**src/rtl/land_pkg.sv**
```systemverilog
package land_pkg;
  localparam int CODE_W = 3;
  localparam int NREG   = 2 ** CODE_W;

  typedef enum logic [1:0] {SZ8 = 2'd0, SZ16 = 2'd1, SZ32 = 2'd2} opsz_e;

  localparam logic [7:0] OP_RM_R8   = 8'h20;
  localparam logic [7:0] OP_RM_RW   = 8'h21;
  localparam logic [7:0] OP_R_RM8   = 8'h22;
  localparam logic [7:0] OP_R_RMW   = 8'h23;
  localparam logic [7:0] OP_ACC8    = 8'h24;
  localparam logic [7:0] OP_ACCW    = 8'h25;
  localparam logic [7:0] OP_GRP8    = 8'h80;
  localparam logic [7:0] OP_GRPW    = 8'h81;
  localparam logic [7:0] OP_GRPS    = 8'h83;
  localparam logic [2:0] GRP_AND    = 3'd4;
  localparam logic [1:0] MOD_REG    = 2'b11;

  function automatic logic [31:0] size_mask(opsz_e sz);
    case (sz)
      SZ8:     size_mask = 32'h0000_00ff;
      SZ16:    size_mask = 32'h0000_ffff;
      default: size_mask = 32'hffff_ffff;
    endcase
  endfunction
endpackage

```
**src/rtl/land_decode.sv**
```systemverilog
module land_decode
  import land_pkg::*;
#(
  parameter int DW = 32
) (
  input  logic [7:0]        opcode,
  input  logic [7:0]        modrm,
  input  logic [DW-1:0]     imm,
  input  logic              op32,
  output logic              bad,
  output opsz_e             sz,
  output logic [CODE_W-1:0] dst_code,
  output logic [CODE_W-1:0] src_code,
  output logic              use_imm,
  output logic [DW-1:0]     imm_val
);
  logic [1:0]        mode;
  logic [2:0]        rg;
  logic [2:0]        rm;
  logic [DW-1:0]     imm_raw;
  logic [DW-1:0]     imm_sx;

  assign mode   = modrm[7:6];
  assign rg     = modrm[5:3];
  assign rm     = modrm[2:0];
  assign imm_sx = {{(DW-8){imm[7]}}, imm[7:0]};

  always_comb begin
    bad      = 1'b0;
    sz       = op32 ? SZ32 : SZ16;
    dst_code = '0;
    src_code = '0;
    use_imm  = 1'b0;
    imm_raw  = imm;
    case (opcode)
      OP_ACC8: begin
        sz      = SZ8;
        use_imm = 1'b1;
      end
      OP_ACCW: use_imm = 1'b1;
      OP_GRP8, OP_GRPW, OP_GRPS: begin
        bad      = (mode != MOD_REG) || (rg != GRP_AND);
        dst_code = rm;
        use_imm  = 1'b1;
        if (opcode == OP_GRP8) sz = SZ8;
        if (opcode == OP_GRPS) imm_raw = imm_sx;
      end
      OP_RM_R8, OP_RM_RW: begin
        bad      = (mode != MOD_REG);
        dst_code = rm;
        src_code = rg;
        if (opcode == OP_RM_R8) sz = SZ8;
      end
      OP_R_RM8, OP_R_RMW: begin
        bad      = (mode != MOD_REG);
        dst_code = rg;
        src_code = rm;
        if (opcode == OP_R_RM8) sz = SZ8;
      end
      default: bad = 1'b1;
    endcase
    imm_val = imm_raw & DW'(size_mask(sz));
  end
endmodule

```
**src/rtl/land_regfile.sv**
```systemverilog
module land_regfile
  import land_pkg::*;
#(
  parameter int DW     = 32,
  parameter int NPORTS = 2
) (
  input  logic                            clk,
  input  logic                            rst,
  input  logic [NPORTS-1:0][CODE_W-1:0]   rp_code,
  input  opsz_e                           rp_sz,
  output logic [NPORTS-1:0][DW-1:0]       rp_val,
  input  logic                            wr_en,
  input  logic [CODE_W-1:0]               wr_code,
  input  opsz_e                           wr_sz,
  input  logic [DW-1:0]                   wr_val,
  input  logic                            ld_en,
  input  logic [CODE_W-1:0]               ld_sel,
  input  logic [DW-1:0]                   ld_data,
  input  logic [CODE_W-1:0]               rd_sel,
  output logic [DW-1:0]                   rd_data
);
  logic [DW-1:0] regs [NREG];

  for (genvar p = 0; p < NPORTS; p++) begin : g_rp
    logic [CODE_W-1:0] byte_idx;
    assign byte_idx = {1'b0, rp_code[p][1:0]};
    always_comb begin
      case (rp_sz)
        SZ8:     rp_val[p] = rp_code[p][2] ? DW'(regs[byte_idx][15:8])
                                           : DW'(regs[byte_idx][7:0]);
        SZ16:    rp_val[p] = DW'(regs[rp_code[p]][15:0]);
        default: rp_val[p] = regs[rp_code[p]];
      endcase
    end
  end

  logic [CODE_W-1:0] wr_byte_idx;
  logic [3:0]        wr_lsb;
  assign wr_byte_idx = {1'b0, wr_code[1:0]};
  assign wr_lsb      = {wr_code[2], 3'b000};

  always_ff @(posedge clk) begin
    if (rst) begin
      for (int i = 0; i < NREG; i++) regs[i] <= '0;
      rd_data <= '0;
    end else begin
      if (wr_en) begin
        case (wr_sz)
          SZ8:     regs[wr_byte_idx][wr_lsb +: 8] <= wr_val[7:0];
          SZ16:    regs[wr_code][15:0] <= wr_val[15:0];
          default: regs[wr_code] <= wr_val;
        endcase
      end else if (ld_en) begin
        regs[ld_sel] <= ld_data;
      end
      rd_data <= regs[rd_sel];
    end
  end
endmodule

```
**src/rtl/land_alu.sv**
```systemverilog
module land_alu
  import land_pkg::*;
#(
  parameter int DW = 32
) (
  input  logic [DW-1:0] a,
  input  logic [DW-1:0] b,
  input  opsz_e         sz,
  output logic [DW-1:0] res,
  output logic          zf,
  output logic          sf,
  output logic          pf
);
  always_comb begin
    res = a & b & DW'(size_mask(sz));
    zf  = (res == '0);
    pf  = ~^res[7:0];
    case (sz)
      SZ8:     sf = res[7];
      SZ16:    sf = res[15];
      default: sf = res[DW-1];
    endcase
  end
endmodule

```
**src/rtl/land_exec.sv**
```systemverilog
module land_exec
  import land_pkg::*;
#(
  parameter int DW  = 32,
  parameter int CW  = 4,
  parameter int CYC = 2
) (
  input  logic          clk,
  input  logic          rst,
  input  logic          start,
  input  logic [7:0]    opcode,
  input  logic [7:0]    modrm,
  input  logic [31:0]   imm,
  input  logic          op32,
  input  logic          ld_en,
  input  logic [2:0]    ld_sel,
  input  logic [31:0]   ld_data,
  input  logic [2:0]    rd_sel,
  output logic [31:0]   rd_data,
  output logic          ready,
  output logic          done,
  output logic          unsup,
  output logic [3:0]    cycles,
  output logic          flag_cf,
  output logic          flag_pf,
  output logic          flag_zf,
  output logic          flag_sf,
  output logic          flag_of
);
  localparam int NPORTS = 2;

  logic              d_bad, d_imm;
  opsz_e             d_sz;
  logic [CODE_W-1:0] d_dst, d_src;
  logic [DW-1:0]     d_immv;
  logic [NPORTS-1:0][CODE_W-1:0] rp_code;
  logic [NPORTS-1:0][DW-1:0]     rp_val;

  logic              s_vld, s_bad;
  opsz_e             s_sz;
  logic [CODE_W-1:0] s_code;
  logic [DW-1:0]     s_a, s_b;
  logic [DW-1:0]     a_res;
  logic              a_zf, a_sf, a_pf;
  logic              accept, wr_en;
  logic [CW-1:0]     cyc_q;

  land_decode #(.DW(DW)) u_dec (
    .opcode(opcode), .modrm(modrm), .imm(imm), .op32(op32),
    .bad(d_bad), .sz(d_sz), .dst_code(d_dst), .src_code(d_src),
    .use_imm(d_imm), .imm_val(d_immv)
  );

  assign rp_code[0] = d_dst;
  assign rp_code[1] = d_src;

  land_regfile #(.DW(DW), .NPORTS(NPORTS)) u_rf (
    .clk(clk), .rst(rst), .rp_code(rp_code), .rp_sz(d_sz), .rp_val(rp_val),
    .wr_en(wr_en), .wr_code(s_code), .wr_sz(s_sz), .wr_val(a_res),
    .ld_en(ld_en), .ld_sel(ld_sel), .ld_data(ld_data),
    .rd_sel(rd_sel), .rd_data(rd_data)
  );

  land_alu #(.DW(DW)) u_alu (
    .a(s_a), .b(s_b), .sz(s_sz), .res(a_res), .zf(a_zf), .sf(a_sf), .pf(a_pf)
  );

  assign ready  = ~s_vld;
  assign accept = start & ready & ~rst;
  assign wr_en  = s_vld & ~s_bad;
  assign cycles = 4'(cyc_q);

  always_ff @(posedge clk) begin
    if (rst) begin
      s_vld  <= 1'b0;
      s_bad  <= 1'b0;
      s_sz   <= SZ8;
      s_code <= '0;
      s_a    <= '0;
      s_b    <= '0;
    end else begin
      s_vld <= accept;
      if (accept) begin
        s_bad  <= d_bad;
        s_sz   <= d_sz;
        s_code <= d_dst;
        s_a    <= rp_val[0];
        s_b    <= d_imm ? d_immv : rp_val[1];
      end
    end
  end

  always_ff @(posedge clk) begin
    if (rst) begin
      done    <= 1'b0;
      unsup   <= 1'b0;
      cyc_q   <= '0;
      flag_cf <= 1'b0;
      flag_pf <= 1'b0;
      flag_zf <= 1'b0;
      flag_sf <= 1'b0;
      flag_of <= 1'b0;
    end else begin
      done  <= s_vld;
      unsup <= s_vld & s_bad;
      if (s_vld) cyc_q <= CW'(CYC);
      if (wr_en) begin
        flag_cf <= 1'b0;
        flag_of <= 1'b0;
        flag_pf <= a_pf;
        flag_zf <= a_zf;
        flag_sf <= a_sf;
      end
    end
  end


  cf_of_clear_chk: assert property (@(posedge clk) disable iff (rst)
    (done && !unsup) |-> (!flag_cf && !flag_of));


  done_lat_chk: assert property (@(posedge clk) disable iff (rst)
    done |-> $past(accept, 2));


  cyc_count_chk: assert property (@(posedge clk) disable iff (rst)
    done |-> (cycles == 4'd2));


  unsup_flags_hold_chk: assert property (@(posedge clk) disable iff (rst)
    (done && unsup) |-> $stable({flag_cf, flag_pf, flag_zf, flag_sf, flag_of}));


  busy_after_issue_chk: assert property (@(posedge clk) disable iff (rst)
    accept |=> !ready);
endmodule

```
**config.mk**
```make
export PLATFORM = sky130hd
export DESIGN_NAME = land_exec
export DESIGN_NICKNAME = d
export VERILOG_FILES = /design/src/rtl/land_pkg.sv /design/src/rtl/land_decode.sv /design/src/rtl/land_regfile.sv /design/src/rtl/land_alu.sv /design/src/rtl/land_exec.sv
export SDC_FILE = /design/constraint.sdc
export NUM_CORES = 1
export LEC_CHECK = 0
export BUFFER_PORTS_ARGS = -buffer_cell sky130_fd_sc_hd__buf_2
export CORE_ASPECT_RATIO = 0.6
export CORE_UTILIZATION = 30
export CTS_BUF_LIST = sky130_fd_sc_hd__clkbuf_8
export CTS_CLUSTER_DIAMETER = 60
export DETAILED_ROUTE_END_ITERATION = 6
export GPL_TIMING_DRIVEN = 0
export PLACE_DENSITY_LB_ADDON = 0.05
export RECOVER_POWER = 25
export SLEW_MARGIN = 20
export SYNTH_ARGS = -nofsm -noshare
export SYNTH_HDL_FRONTEND = slang
export SYNTH_SLANG_ARGS = --single-unit
```
**constraint.sdc**
```tcl
create_clock -name clk -period 4.1 [get_ports clk]
set_input_delay 0.82 -clock clk [delete_from_list [all_inputs] [get_ports clk]]
set_output_delay 0.82 -clock clk [all_outputs]
set_load 0.02 [all_outputs]
```
==> impl_metrics.csv <==
group,metric,value,unit
cts,htree_levels,2,
worst_setup_path,start_kind,"input pin",
drt,via_per_inst,6.14,
yosys,avgSynthCellArea,10.0,µm²
cts,clockBufferDepth,3,
power_and_ir_drop,total_leakage_power,8.19,nW
timing,hold_violations,0,
worst_setup_path,critPathMaxFanout,10,
yosys,synth_compound_area_frac,0.149,
yosys,synth_area,20500,µm²
yosys,synth_cells,2043,
worst_hold_path,hp-class,"in2reg",
die,initial_core_util,0.306,
global_route,grt.overflow.total,0,
die,fp.dieH,204,µm
yosys,synth-simple-area-share,0.186,
yosys,yosys-top-cells-area,"edfxtp_1 38%, dfxtp_1 11%, mux4_2 7.4%",
drt,num_vias,19600,
yosys,synthFlopType,"edfxtp_1",
timing,slew_violations,9,
layout,finalInstanceArea,23600,µm²
global_route,grt_usage,0.316,
die,pin_count,135,
die,coreArea,66900,µm²
worst_setup_path,worstSetupPathType,"in2reg",
layout,layout.cells.most_common_list,"352 x nand2_1, 335 x nor2_1, 256 x edfxtp_1, 134 x clkbuf_1, 113 x buf_2",
outcome,status,"complete, but fails checks",
drt,first_pass_iters,7,
layout,fillCellCount,6917,
global_route,grt_antenna_before_repair,4,
worst_hold_path,min_from,"imm[6]",
yosys,ys_seq_area_frac,0.482,
yosys,synth_top_family_by_area,"simple AND/OR/NAND/NOR gates",
timing,period_share,1.04,
yosys,synth-edff-count,256,
timing,setup_violations,20,
timing,hold_slack,0.420,ns
power_and_ir_drop,vdd_drop_max,0.000239,V
drt,wl_per_cell,35.0,µm
place,place.port_buffers,126,
timing,min_period,4.24,ns
yosys,synth_top_area_frac,0.375,
outcome,violations,"max-capacitance violations, max-slew violations, negative setup slack",
yosys,synth_seq_cells,365,
timing,setup_slack,-0.145,ns
yosys,synth-xor-area-share,0.00214,
timing,rsz0062_at_grt,"no",
worst_setup_path,r2r_start,"s_bad$_SDFFE_PP0P_",
drt,drcViolationCount,0,
cts,cts_buffers,60,
yosys,synth_top_area_cell,"edfxtp_1",
worst_setup_path,critPathLaunch,"opcode[2]",
layout,final_common_cell,"nand2_1",
yosys,yosysUniqueCellTypes,79,
yosys,synthMuxAreaShare,0.129,
worst_setup_path,worstPathRequired,4.69,ns
worst_setup_path,arrival,4.84,ns
global_route,grt_pass1_vias,18000,
cts,cts_setup_buffers,0,
place,detailedPlace.worstSlack,-0.444,ns
cts,clkSlewWorstSetupHoldPaths,0.07,ns
power_and_ir_drop,p_total,9.00,mW
flow_run,maxCapViolations,1,
yosys,async_flop_share,0,
die,die_area,69300,µm²
timing,tightest_slew,1.62,ns
yosys,yosys_warnings,0,
layout,areaGrowthSynthToFinish,15.2,%
cts,clock_latency,0.73,ns
cts,cts_tree,"done",
timing,maxSlewHeadroom,-0.0842,
drt,first_iter_violations,3016,
drt,drtAntennaViolNets,0,
timing,max_freq,0.236,GHz
drt,wirelength,112000,µm
timing,clock_skew,0.0310,ns
cts,cts_sinks,365,
place,hpwlAfterDp,82900,µm
place,globalplace.congestion,0.953,
global_route,grt_max_degree,17,
die,rows,73,
layout,layout.nets,2336,
place,dpl_cell_area,22400,µm²
yosys,synth_fa_ha_area_frac,0.00244,
global_route,grt_first_pass_wirelength,150000,µm
cts,root_buffer,"clkbuf_8",
layout,drive_above_1_share,0.160,
die,dieWidth,339,µm
worst_setup_path,endpoint_kind,"flop",
power_and_ir_drop,power.density,381,nW/µm²
per-stage QoR:
step | utilization | setup TNS (ns) | instances
after global placement | 0.333 | -115.71 | 3073
after global routing | 0.353 | 0 | 3191
final | 0.353 | -0.942 | 3192
after detailed placement | 0.335 | -29.28 | 3079
after floorplan | - | 0 | 2047
after CTS | 0.354 | 0 | 3191
where the power goes:
group | leakage (nW) | switching [mW] | internal (mW) | total (mW)
logic | 3.91 | 0.796 | 0.352 | 1.15
registers | 3.56 | 0.169 | 4.11 | 4.28
clock network | 0.731 | 1.73 | 1.84 | 3.57
total | 8.19 | 2.69 | 6.30 | 9.00
logic make-up after synthesis:
kind of cell / Yosys count
compound gates: 416
xor+xnor: 5
fa+ha+maj: 4
buf+inv: 206
flops: 365
mux: 170
other cells: 1
simple gates: 876
worst max-delay path, stage by stage:
cell      delay, ns
clkbuf_1       0.17
or4_1          0.57
buf_6          0.17
nor4b_2        1.31
nor2_1         0.34
nor2_2         0.67
buf_6          0.30
a32oi_1        0.17
a32o_1         0.28
cells in the mapped netlist, drive strengths merged (6+ instances only):
| cell | number |
|---|---|
| nand4 | 9 |
| dfxtp | 109 |
| clkbuf | 95 |
| nand4b | 6 |
| a22o | 7 |
| and3 | 27 |
| mux2i | 77 |
| a32oi | 57 |
| edfxtp | 256 |
| a31oi | 29 |
| o41ai | 8 |
| buf | 70 |
| a21boi | 10 |
| o211ai | 63 |
| nor2b | 6 |
| nand2 | 352 |
| a21oi | 62 |
| inv | 41 |
| a211oi | 7 |
| nor2 | 340 |
| a311oi | 33 |
| nand2b | 31 |
| mux4 | 72 |
| nor3 | 8 |
| a32o | 26 |
| mux2 | 21 |
| o31ai | 14 |
| a22oi | 8 |
| o21ai | 76 |
| nand3 | 67 |
worst paths after layout:
| kind | endpoint | slack, ns | cells after the start |
|---|---|---|---|
| worst max-delay path | s_a[26]$_SDFFE_PP0P_ | -0.14 | 9 |
| worst min-delay path | s_b[6]$_SDFFE_PP0P_ | 0.42 | 3 |
| worst max register to register | u_rf.regs[1][24]$_SDFFCE_PN0P_ | -0.05 | 8 |
| worst min register to register | s_a[25]$_SDFFE_PP0P_ | 0.48 | 2 |
final cells by class:
type	instances	area [µm²]	area share
Sequential cell	365	9870	0.418
Buffer	165	833	0.0353
Inverter	41	154	0.00652
Clock inverter	43	300	0.0127
Timing Repair Buffer	132	682	0.0289
Multi-Input combinational cell	1476	9670	0.410
Tap cell	900	1130	0.0477
Clock buffer	69	950	0.0403
Antenna cell	1	2.50	0.000106
repair_timing:
item	in CTS	in global routing
setup endpoints to repair	0	37
hold buffers	0	0
resized for setup	0	8
sequential cells by signal, indices dropped and copies added (netlist names):
signal        flops
s_b              32
s_bad             1
flag_sf           1
u_rf.rd_data     32
s_code            3
s_vld             1
flag_pf           1
unsup             1
cycles            1
u_rf.regs       256
done              1
s_a              32
flag_zf           1
s_sz              2
metal layers:
layer	global-route usage	vias up	wire (µm)
met5	0	-	0
met4	0.0803	0	2680
met3	0.135	182	17400
met2	0.378	1564	39100
met1	0.493	9878	52400
li1	-	7969	-
No activity file was read; power rests on OpenSTA's default activity.
